--- config.mk ---
export PLATFORM = sky130hd
export DESIGN_NAME = mem_break_unit
export DESIGN_NICKNAME = d
export VERILOG_FILES = /design/src/rtl/mbu_pkg.sv /design/src/rtl/mbu_addr_latch.sv /design/src/rtl/mbu_comparator.sv /design/src/rtl/mbu_event_seq.sv /design/src/rtl/mbu_countdown.sv /design/src/rtl/mem_break_unit.sv
export SDC_FILE = /design/constraint.sdc
export NUM_CORES = 1
export LEC_CHECK = 0
export BUFFER_PORTS_ARGS = -buffer_cell sky130_fd_sc_hd__buf_2
export CAP_MARGIN = 10
export CORE_MARGIN = 2
export CORE_UTILIZATION = 50
export CTS_BUF_LIST = sky130_fd_sc_hd__clkbuf_4 sky130_fd_sc_hd__clkbuf_8
export DETAILED_ROUTE_END_ITERATION = 10
export GPL_TIMING_DRIVEN = 0
export PLACE_DENSITY = 0.77
export SKIP_LAST_GASP = 1
export SYNTH_ARGS = -nofsm -noshare
export SYNTH_HDL_FRONTEND = slang
export SYNTH_HIERARCHICAL = 1
export SYNTH_SLANG_ARGS = --single-unit
--- constraint.sdc ---
create_clock -name clk -period 8.7 [get_ports clk]
set_clock_uncertainty 0.05 [all_clocks]
set_input_delay 0.87 -clock clk [delete_from_list [all_inputs] [get_ports clk]]
set_output_delay 0.87 -clock clk [all_outputs]
set_load 0.01 [all_outputs]
--- src/rtl/mbu_pkg.sv ---
// Shared encodings for the memory breakpoint unit.
// Assumes the control word layout given in the brief (12 live bits).
package mbu_pkg;
    typedef enum logic [1:0] {BUS_DMA, BUS_PROG, BUS_X, BUS_Y} bus_sel_e;
    typedef enum logic [1:0] {Q_OFF, Q_WR, Q_RD, Q_ANY} qual_e;
    typedef enum logic [1:0] {REL_NE, REL_EQ, REL_LT, REL_GT} rel_e;
    typedef enum logic [1:0] {CMB_AND, CMB_OR, CMB_1_AFTER_0, CMB_0_AFTER_1} comb_e;

    typedef struct packed {
        comb_e    comb;
        rel_e     rel1;
        qual_e    qual1;
        rel_e     rel0;
        qual_e    qual0;
        bus_sel_e bus;
    } ctrl_t;

    localparam int CTRL_W = $bits(ctrl_t);
endpackage

--- src/rtl/mbu_addr_latch.sv ---
// Captures the address of the selected bus and the access strobes every cycle.
// Assumes bus selection is stable for the cycle it is applied to.
module mbu_addr_latch
    import mbu_pkg::*;
#(
    parameter int ADDR_W = 24
) (
    input  logic              clk,
    input  logic              rst_n,
    input  bus_sel_e          bus_sel,
    input  logic [ADDR_W-1:0] prog_addr,
    input  logic [ADDR_W-1:0] xdat_addr,
    input  logic [ADDR_W-1:0] ydat_addr,
    input  logic [ADDR_W-1:0] dma_addr,
    input  logic              acc_rd,
    input  logic              acc_wr,
    output logic [ADDR_W-1:0] lat_addr,
    output logic              lat_rd,
    output logic              lat_wr
);
    logic [ADDR_W-1:0] mux_addr;

    // Pick the bus named by the control word.
    always_comb begin
        unique case (bus_sel)
            BUS_DMA:  mux_addr = dma_addr;
            BUS_PROG: mux_addr = prog_addr;
            BUS_X:    mux_addr = xdat_addr;
            default:  mux_addr = ydat_addr;
        endcase
    end

    // Latch address and strobes once per cycle.
    always_ff @(posedge clk) begin
        if (!rst_n) begin
            lat_addr <= '0;
            lat_rd   <= 1'b0;
            lat_wr   <= 1'b0;
        end else begin
            lat_addr <= mux_addr;
            lat_rd   <= acc_rd;
            lat_wr   <= acc_wr;
        end
    end
endmodule

--- src/rtl/mbu_comparator.sv ---
// One address comparator: access qualifier plus unsigned relation to a limit.
// Purely combinational; operates on latched address and strobes.
module mbu_comparator
    import mbu_pkg::*;
#(
    parameter int ADDR_W = 24
) (
    input  logic [ADDR_W-1:0] addr,
    input  logic              rd,
    input  logic              wr,
    input  logic [ADDR_W-1:0] limit,
    input  qual_e             qual,
    input  rel_e              rel,
    output logic              match
);
    logic acc_ok;
    logic rel_ok;

    // Access type qualification.
    always_comb begin
        unique case (qual)
            Q_OFF:   acc_ok = 1'b0;
            Q_WR:    acc_ok = wr;
            Q_RD:    acc_ok = rd;
            default: acc_ok = rd | wr;
        endcase
    end

    // Relation between address and limit.
    always_comb begin
        unique case (rel)
            REL_NE:  rel_ok = (addr != limit);
            REL_EQ:  rel_ok = (addr == limit);
            REL_LT:  rel_ok = (addr <  limit);
            default: rel_ok = (addr >  limit);
        endcase
    end

    assign match = acc_ok & rel_ok;
endmodule

--- src/rtl/mbu_event_seq.sv ---
// Combines two comparator matches into a qualifying event.
// Ordered modes use a sticky armed flag; clear and fire both disarm it.
module mbu_event_seq
    import mbu_pkg::*;
(
    input  logic  clk,
    input  logic  rst_n,
    input  comb_e comb,
    input  logic  m0,
    input  logic  m1,
    input  logic  clr,
    input  logic  fire,
    output logic  event_o
);
    logic armed_q;
    logic first_m;
    logic second_m;

    // Route matches to first/second roles per ordered mode.
    always_comb begin
        first_m  = 1'b0;
        second_m = 1'b0;
        if (comb == CMB_1_AFTER_0) begin
            first_m  = m0;
            second_m = m1;
        end else if (comb == CMB_0_AFTER_1) begin
            first_m  = m1;
            second_m = m0;
        end
    end

    // Produce the event for the selected combination.
    always_comb begin
        unique case (comb)
            CMB_AND: event_o = m0 & m1;
            CMB_OR:  event_o = m0 | m1;
            default: event_o = armed_q & second_m;
        endcase
    end

    // Sticky arm flag; clearing wins over setting.
    always_ff @(posedge clk) begin
        if (!rst_n)           armed_q <= 1'b0;
        else if (clr || fire) armed_q <= 1'b0;
        else if (first_m)     armed_q <= 1'b1;
    end

    a_r10_clear_disarms: assert property (@(posedge clk) disable iff (!rst_n)
        $past(clr) |-> !armed_q);
    a_r6_fire_disarms: assert property (@(posedge clk) disable iff (!rst_n)
        $past(fire) |-> !armed_q);
endmodule

--- src/rtl/mbu_countdown.sv ---
// Occurrence counter: loaded with N-1, fires on an event at zero, holds at zero.
// A load in the same cycle as an event takes priority and suppresses the event.
module mbu_countdown #(
    parameter int CNT_W = 24
) (
    input  logic             clk,
    input  logic             rst_n,
    input  logic             load,
    input  logic [CNT_W-1:0] load_val,
    input  logic             event_i,
    output logic             fire,
    output logic             brk_q
);
    logic [CNT_W-1:0] cnt_q;
    logic             at_zero;

    assign at_zero = (cnt_q == '0);
    assign fire    = event_i & at_zero & ~load;

    // Load, or count down on events without wrapping.
    always_ff @(posedge clk) begin
        if (!rst_n)                        cnt_q <= '0;
        else if (load)                     cnt_q <= load_val;
        else if (event_i && !at_zero)      cnt_q <= cnt_q - 1'b1;
    end

    // Register the request pulse.
    always_ff @(posedge clk) begin
        if (!rst_n) brk_q <= 1'b0;
        else        brk_q <= fire;
    end

    a_r9_fire_only_at_zero: assert property (@(posedge clk) disable iff (!rst_n)
        brk_q |-> ($past(cnt_q) == '0));
    a_r8_no_wrap: assert property (@(posedge clk) disable iff (!rst_n)
        !$past(load) |-> (cnt_q <= $past(cnt_q)));
endmodule

--- src/rtl/mem_break_unit.sv ---
// Top of the memory breakpoint unit: configuration registers, bus latch,
// two comparators, event combiner and occurrence counter.
// Register writes take effect on the cycle after the write edge.
module mem_break_unit
    import mbu_pkg::*;
#(
    parameter int ADDR_W    = 24,
    parameter int CNT_W     = 24,
    parameter int CTRL_IN_W = 24
) (
    input  logic                 clk,
    input  logic                 rst_n,
    input  logic [ADDR_W-1:0]    prog_addr,
    input  logic [ADDR_W-1:0]    xdat_addr,
    input  logic [ADDR_W-1:0]    ydat_addr,
    input  logic [ADDR_W-1:0]    dma_addr,
    input  logic                 acc_rd,
    input  logic                 acc_wr,
    input  logic                 ctrl_we,
    input  logic [CTRL_IN_W-1:0] ctrl_wdata,
    input  logic                 lim0_we,
    input  logic [ADDR_W-1:0]    lim0_wdata,
    input  logic                 lim1_we,
    input  logic [ADDR_W-1:0]    lim1_wdata,
    input  logic                 cnt_we,
    input  logic [CNT_W-1:0]     cnt_wdata,
    output logic                 brk_req
);
    localparam int NCMP = 2;

    ctrl_t             ctrl_q;
    logic [ADDR_W-1:0] lim_q [NCMP];
    logic [ADDR_W-1:0] lat_addr;
    logic              lat_rd;
    logic              lat_wr;
    logic [NCMP-1:0]   match;
    qual_e             qual_a [NCMP];
    rel_e              rel_a  [NCMP];
    logic              ev;
    logic              fire;
    logic              unused_ctrl_hi;

    assign unused_ctrl_hi = ^ctrl_wdata[CTRL_IN_W-1:CTRL_W];

    // Control word register; reserved bits are dropped.
    always_ff @(posedge clk) begin
        if (!rst_n)       ctrl_q <= '0;
        else if (ctrl_we) ctrl_q <= ctrl_t'(ctrl_wdata[CTRL_W-1:0]);
    end

    // Limit registers.
    always_ff @(posedge clk) begin
        if (!rst_n) begin
            lim_q[0] <= '0;
            lim_q[1] <= '0;
        end else begin
            if (lim0_we) lim_q[0] <= lim0_wdata;
            if (lim1_we) lim_q[1] <= lim1_wdata;
        end
    end

    assign qual_a[0] = ctrl_q.qual0;
    assign qual_a[1] = ctrl_q.qual1;
    assign rel_a[0]  = ctrl_q.rel0;
    assign rel_a[1]  = ctrl_q.rel1;

    mbu_addr_latch #(.ADDR_W(ADDR_W)) u_latch (
        .clk(clk), .rst_n(rst_n), .bus_sel(ctrl_q.bus),
        .prog_addr(prog_addr), .xdat_addr(xdat_addr),
        .ydat_addr(ydat_addr), .dma_addr(dma_addr),
        .acc_rd(acc_rd), .acc_wr(acc_wr),
        .lat_addr(lat_addr), .lat_rd(lat_rd), .lat_wr(lat_wr)
    );

    for (genvar gi = 0; gi < NCMP; gi++) begin : g_cmp
        mbu_comparator #(.ADDR_W(ADDR_W)) u_cmp (
            .addr(lat_addr), .rd(lat_rd), .wr(lat_wr),
            .limit(lim_q[gi]), .qual(qual_a[gi]), .rel(rel_a[gi]),
            .match(match[gi])
        );
    end

    mbu_event_seq u_seq (
        .clk(clk), .rst_n(rst_n), .comb(ctrl_q.comb),
        .m0(match[0]), .m1(match[1]), .clr(ctrl_we), .fire(fire),
        .event_o(ev)
    );

    mbu_countdown #(.CNT_W(CNT_W)) u_cnt (
        .clk(clk), .rst_n(rst_n), .load(cnt_we), .load_val(cnt_wdata),
        .event_i(ev), .fire(fire), .brk_q(brk_req)
    );

    a_r11_off_never_matches: assert property (@(posedge clk) disable iff (!rst_n)
        (ctrl_q.qual0 == Q_OFF) |-> !match[0]);
    a_r11_and_blocked: assert property (@(posedge clk) disable iff (!rst_n)
        (ctrl_q.comb == CMB_AND && (ctrl_q.qual0 == Q_OFF || ctrl_q.qual1 == Q_OFF)) |-> !ev);
    a_r12_request_follows_event: assert property (@(posedge clk) disable iff (!rst_n)
        brk_req |-> $past(ev));
endmodule

==> flow_summary.yaml, run 1 <==
pwr:
  clkPwrFrac: 0.251
  p_leak_nw: 3.42
  power_frac_comb: 0.220
  vdd_drop_max_mv: 0.0760
  switching_share: 0.290
  seq_power_share: 0.529
  p_sw_w: 0.000341
  p_per_area_mw_per_mm2: 148
  power_w: 0.00118
  p_int_w: 0.000835
final_layout:
  mostFrequentLayoutCells: "buf_2, dfxtp_1, mux2i_1"
  drive_gt1_frac: 0.347
  final_area_mm2: 0.00796
  post-route-util: 0.608
  diodes: 0
  layout_commonest_cell: "buf_2"
  syn_to_final_growth_pct: 20.2
  num-nets-final: 1067
worst_setup_path:
  r2r-end: "u_cnt/cnt_q[21]"
  cp-endpoint: "u_cnt/cnt_q[21]"
  cpMaxStageDelayCell: "nor4_2"
  critPathBufInv: 0
  cp.depth: 15
  crit_family: "simple AND/OR/NAND/NOR gates"
  arrival_ns: 4.33
  worstPathRequired_ns: 8.92
  end_kind: "flip-flop"
  timing.rr.start: "u_latch/lat_addr[23]"
  r2r_slack_ns: 4.59
  cp_slowest_stage_delay_ns: 0.43
  r2r_cells: 15
  worstPathMaxFanout: 10
  critPathLaunchType: "flip-flop"
  worstSetupPathType: "flip-flop to flip-flop"
  path_cells: "ha_1 > nand4_4 > nor4_2 > nand2_1 > xnor2_1 > o32a_1 > a21oi_2 > o21a_1 > o22ai_1 > a21oi_1 > nor2b_1 > nand4_4 > nor4_2 > xnor2_1 > a21oi_1"
  critPathLaunch: "u_latch/lat_addr[23]"
synth:
  synth_cells: 618
  synth.area.top_cells: "edfxtp_1, dfxtp_1, ha_1"
  synth_fa_ha_area_frac: 0.0945
  synth_top_family_by_area: "simple AND/OR/NAND/NOR gates"
  synth-seq-area-share: 0.411
  synth_top_cell_area_share: 0.218
  synth-edff-count: 48
  synthMuxAreaShare: 0.0924
  yosysWarnings: 6
  ys_seq_elements: 112
  synth_compound_area_frac: 0.126
  ys_async_sr_fraction: 0
  synth-simple-area-share: 0.187
  synth_cell_type_count: 67
  synth_top_area_cell: "edfxtp_1"
  syn_area_per_cell_um2: 10.7
  synth-xor-area-share: 0.0251
  synth_nets: 868
  mappedNetlistArea_mm2: 0.00662
  synthFlopType: "dfxtp_1"
place:
  gp_congestion: 0.858
  place_area_mm2: 0.00778
  portBuffers: 188
  place_hpwl_um: 13000
clock_tree:
  htreeDepth: 3
  hold_buffers: 0
  clk_pin_slew_worst_paths_ns: 0.11
  cts_max_path_buffers: 2
  cts_tree: "built"
  cts.sinks: 112
  clkLatencyLatePin_ns: 0.39
  post_cts_buffers: 0
  post_cts_resize_count: 0
  cts-root-buf: "clkbuf_8"
  cts-buffers-inserted: 9
floorplan:
  rows: 42
  core_mm2: 0.0131
  initial_core_util: 0.506
  io_pins: 201
  fp.dieH_um: 119
  fp.dieArea_mm2: 0.0142
  dieWidth_um: 119
grt:
  grt_antenna_before_repair: 0
  overflow: 0
  grt_pass1_vias: 5413
  grt_pass1_wl_um: 25500
  grt.total_usage: 0.230
  grt_use_met3: 0.0383
  grt_max_degree: 25
  use_met2: 0.408
  gr-usage-met1: 0.269
  grt.busiest_layer: "met2"
detailed_routing:
  vias_per_cell: 5.35
  drtAntennaViolNets: 0
  firstDrtPassIters: 4
  vias: 5341
  wl_per_cell_um: 16.0
  drc_errors: 0
  drt_wl_total_um: 16000
  drt_iter0_drc: 224
timing:
  finalSetupViolations: 0
  period_minus_slack_ns: 4.11
  rsz0062_at_grt: "no"
  worstMarginPinSlew_ns: 0.948
  max_clock_freq_ghz: 0.243
  setup-tns-final_ns: 0
  drv_slew: 0
  slew_headroom: 0.368
  hold_viol_final: 0
  period_share: 0.473
min_path:
  worstHoldPathType: "flip-flop to flip-flop"
run_status:
  status: "complete, no violations"
run:
  cap_violations: 0
## routing by layer
layer / wire length (um) / vias to the layer above / share of wire
met3: 976 / 28 / 0.061
met1: 6610 / 2501 / 0.41
li1: - / 2651 / -
met2: 7950 / 161 / 0.50
met5: 0 / - / 0
met4: 446 / 0 / 0.028
## cells by family after synthesis
kind of cell,after synthesis
xor gates and xnor gates,19
DFF,112
muxes,61
and+or+nand+nor,165
AOI/OAI and AO/OA,129
adders and majority gates,50
buffers and inverters,82
## worst register-to-register path: stages (launching register included)
cell and delay [ns]:
dfxtp_1 0.36, ha_1 0.35, nand4_4 0.14, nor4_2 0.43, nand2_1 0.17, xnor2_1 0.16, o32a_1 0.19, a21oi_2 0.21
o21a_1 0.13, o22ai_1 0.07, a21oi_1 0.41, nor2b_1 0.37, nand4_4 0.28, nor4_2 0.41, xnor2_1 0.16, a21oi_1 0.08
## power by group through the flow
stage / Clock, W / Combinational, W / Sequential (W)
global route: 0.000320 / 0.000289 / 0.000626
detailed placement: 0 / 0.000259 / 0.000633
global placement: 0 / 0.000245 / 0.000632
floorplan: 0 / 0.000176 / 0.000623
CTS: 0.000301 / 0.000261 / 0.000622
finish: 0.000295 / 0.000259 / 0.000622
## metrics by stage
| step | instances | worst slack [ns] | hold WS [ns] |
|---|---|---|---|
| final | 998 | 4.59 | 0.488 |
| after global routing | 998 | 4.30 | 0.513 |
| after CTS | 998 | 4.61 | 0.481 |
| after detailed placement | 982 | 4.66 | 0.464 |
| after global placement | 982 | 4.74 | 0.445 |
| after floorplan | 618 | 5.31 | 0.431 |
## flip-flops by register name, indices dropped and copies added (netlist names)
register and count:
ctrl_q 12, lim_q 48, u_cnt/brk_q 1, u_cnt/cnt_q 24, u_latch/lat_addr 24, u_latch/lat_rd 1
u_latch/lat_wr 1, u_seq/armed_q 1
## cell usage after synthesis (all sizes together), types with 2 or more instances
| library cell | count |
|---|---|
| nor2b | 17 |
| o32a | 2 |
| nor3b | 3 |
| ha | 50 |
| or3 | 5 |
| nand2b | 5 |
| nor4b | 7 |
| and4 | 3 |
| o22ai | 25 |
| o2111ai | 2 |
| and2 | 51 |
| nor4 | 10 |
| nand2 | 12 |
| a211oi | 3 |
| a22oi | 4 |
| o211ai | 3 |
| mux2i | 60 |
| a41oi | 2 |
| a2111oi | 2 |
| nand3 | 9 |
| a21oi | 43 |
| buf | 13 |
| o21a | 3 |
| nand4 | 15 |
| o21ai | 29 |
| o211a | 2 |
| or2b | 2 |
| dfxtp | 64 |
| xnor2 | 18 |
| inv | 54 |
| edfxtp | 48 |
| a31oi | 2 |
| a21boi | 3 |
| o31a | 2 |
| nor3 | 10 |
| nor2 | 12 |
| clkbuf | 15 |
## area by class of cell
| cell class | instances | area, um^2 |
|---|---|---|
| fill | 1112 | 5130 |
| clock buffer | 10 | 138 |
| multi-input combinational | 424 | 3480 |
| inverter | 54 | 203 |
| tap | 176 | 220 |
| clock inverter | 6 | 41.3 |
| buffer | 28 | 218 |
| timing repair buffer | 188 | 941 |
| sequential | 112 | 2720 |
## worst min-delay path by stage
stage	from	endpoint	slack (ns)	cells past startpoint
finish	u_cnt/cnt_q[15]	u_cnt/cnt_q[15]	0.49	2
global route	ctrl_q[1]	ctrl_q[1]	0.51	2
CTS	u_cnt/cnt_q[15]	u_cnt/cnt_q[15]	0.48	2
detailed placement	u_cnt/cnt_q[15]	u_cnt/cnt_q[15]	0.46	2
global placement	u_cnt/cnt_q[1]	u_cnt/cnt_q[1]	0.44	2
floorplan	u_cnt/cnt_q[1]	u_cnt/cnt_q[1]	0.43	2
Note: power is estimated with default switching activity, not from simulation.
==> inputs of run 2 (changes only) <==
==> constraint.sdc (replaced) <==
create_clock -name clk -period 4.3 [get_ports clk]
set_clock_uncertainty 0.05 [all_clocks]
set_input_delay 0.43 -clock clk [delete_from_list [all_inputs] [get_ports clk]]
set_output_delay 0.43 -clock clk [all_outputs]
set_load 0.01 [all_outputs]
==> flow_summary.yaml, run 2 (synthesis gave the netlist of run 1 again) <==
run_status:
  status: "complete, no violations"
floorplan:
  core_mm2: 0.0131
  fp.dieH_um: 119
  initial_core_util: 0.506
  dieWidth_um: 119
  io_pins: 201
  rows: 42
  fp.dieArea_mm2: 0.0142
worst_setup_path:
  timing.rr.start: "u_latch/lat_addr[23]"
  cpMaxStageDelayCell: "nor4_2"
  critPathBufInv: 0
  r2r_slack_ns: 0.31
  path_cells: "ha_1 > nand4_4 > nor4_2 > nand2_1 > xnor2_1 > o32a_1 > a21oi_2 > o21a_1 > o22ai_1 > a21oi_2 > nor2b_1 > nand4_4 > nor4_2 > xnor2_1 > a21oi_1"
  worstSetupPathType: "flip-flop to flip-flop"
  critPathLaunchType: "flip-flop"
  cp.depth: 15
  crit_family: "simple AND/OR/NAND/NOR gates"
  r2r-end: "u_cnt/cnt_q[21]"
  cp_slowest_stage_delay_ns: 0.43
  arrival_ns: 4.20
  cp-endpoint: "u_cnt/cnt_q[21]"
  end_kind: "flip-flop"
  critPathLaunch: "u_latch/lat_addr[23]"
  r2r_cells: 15
  worstPathRequired_ns: 4.52
  worstPathMaxFanout: 10
clock_tree:
  clk_pin_slew_worst_paths_ns: 0.11
  cts.sinks: 112
  cts-buffers-inserted: 9
  htreeDepth: 3
  cts_tree: "built"
  post_cts_buffers: 0
  cts_max_path_buffers: 2
  cts-root-buf: "clkbuf_8"
  clkLatencyLatePin_ns: 0.39
final_layout:
  top_regs: "lim_q x48, u_cnt/cnt_q x24, u_latch/lat_addr x24"
  num-nets-final: 1067
  drive_gt1_frac: 0.348
  syn_to_final_growth_pct: 20.3
  multi_input_area_mm2: 0.00348
  mostFrequentLayoutCells: "buf_2, dfxtp_1, mux2i_1"
  diodes: 0
  regArea_mm2: 0.00272
  nFillCells: 1113
  layout_commonest_cell: "buf_2"
  largest_register_ffs: 48
  top_register: "lim_q"
timing:
  worstMarginPinSlew_ns: 0.948
  period_share: 0.928
  drv_slew: 0
  setup-tns-final_ns: 0
  hold_viol_final: 0
  finalSetupViolations: 0
  max_clock_freq_ghz: 0.251
  rsz0062_at_grt: "no"
  hold_slack_ns: 0.183
  slew_headroom: 0.368
  period_minus_slack_ns: 3.99
pwr:
  vdd_drop_max_mv: 0.152
  p_leak_nw: 3.42
  p_per_area_mw_per_mm2: 299
grt:
  grt.total_usage: 0.230
  overflow: 0
  grt_pass1_wl_um: 25500
  grt_antenna_before_repair: 0
  grt_pass1_vias: 5413
  grt_max_degree: 25
detailed_routing:
  drc_errors: 0
  drtAntennaViolNets: 0
  firstDrtPassIters: 4
  wl_per_cell_um: 16.0
  drt_iter0_drc: 231
  vias: 5320
  drt_wl_total_um: 16000
  vias_per_cell: 5.33
place:
  place_hpwl_um: 13000
  gp_congestion: 0.858
  portBuffers: 188
min_path:
  worstHoldPathType: "input pin to flip-flop"
  hp-start: "acc_rd"
run:
  cap_violations: 0
==> run 2: cell counts in the layout (fill, tap and decap cells not counted) <==
No cell type changed its count.
==> run 2: worst min path at each step <==
stage | end | slack, ns | depth (start not counted)
after CTS | u_latch/lat_rd | 0.16 | 2
final | u_latch/lat_rd | 0.18 | 2
after floorplan | u_cnt/cnt_q[1] | 0.43 | 2
after detailed placement | u_cnt/cnt_q[15] | 0.46 | 2
after global routing | u_latch/lat_rd | 0.17 | 2
after global placement | u_cnt/cnt_q[1] | 0.44 | 2
==> run 2: worst reg2reg max path: stages (launching register included) <==
cell and delay (ns):
dfxtp_1 0.36, ha_1 0.35, nand4_4 0.14, nor4_2 0.43
nand2_1 0.17, xnor2_1 0.16, o32a_1 0.19, a21oi_2 0.21
o21a_1 0.14, o22ai_1 0.09, a21oi_2 0.27, nor2b_1 0.36
nand4_4 0.29, nor4_2 0.42, xnor2_1 0.16, a21oi_1 0.08
==> run 2: metal layers <==
layer | track usage | vias up | share of wire
li1 | - | 2646 | -
met1 | 0.269 | 2488 | 0.42
met2 | 0.408 | 158 | 0.50
met3 | 0.0383 | 28 | 0.058
met4 | 0.109 | 0 | 0.028
met5 | 0 | - | 0
==> run 2: per-stage QoR <==
stage / area, um^2 / total power, W / setup WS (ns) / cells / util
floorplan: 6620 / 0.00162 / 0.907 / 618 / -
global placement: 7780 / 0.00177 / 0.345 / 982 / 0.595
detailed placement: 7780 / 0.00181 / 0.258 / 982 / 0.595
CTS: 7960 / 0.00240 / 0.208 / 998 / 0.608
global route: 7960 / 0.00250 / 0.0705 / 998 / 0.609
finish: 7960 / 0.00238 / 0.312 / 998 / 0.609
==> run 2: cell type report <==
type / count / area share
timing repair buffer: 188 / 0.118
multi-input combinational: 424 / 0.437
inverter: 54 / 0.0255
buffer: 28 / 0.0273
tap: 176 / 0.0277
sequential: 112 / 0.342
clock inverter: 6 / 0.00519
clock buffer: 10 / 0.0173
==> run 2: where the power goes <==
| part | switching (W) | internal, W |
|---|---|---|
| registers | 0.0000610 | 0.00120 |
| clock network | 0.000365 | 0.000229 |
| logic | 0.000263 | 0.000261 |
| total | 0.000690 | 0.00169 |
==> run 2: timing repair <==
item                                    CTS  global route
hold endpoints to repair                  0             0
hold buffers                              0             0
endpoints found under the setup margin    0             9
resized for setup                         0             1
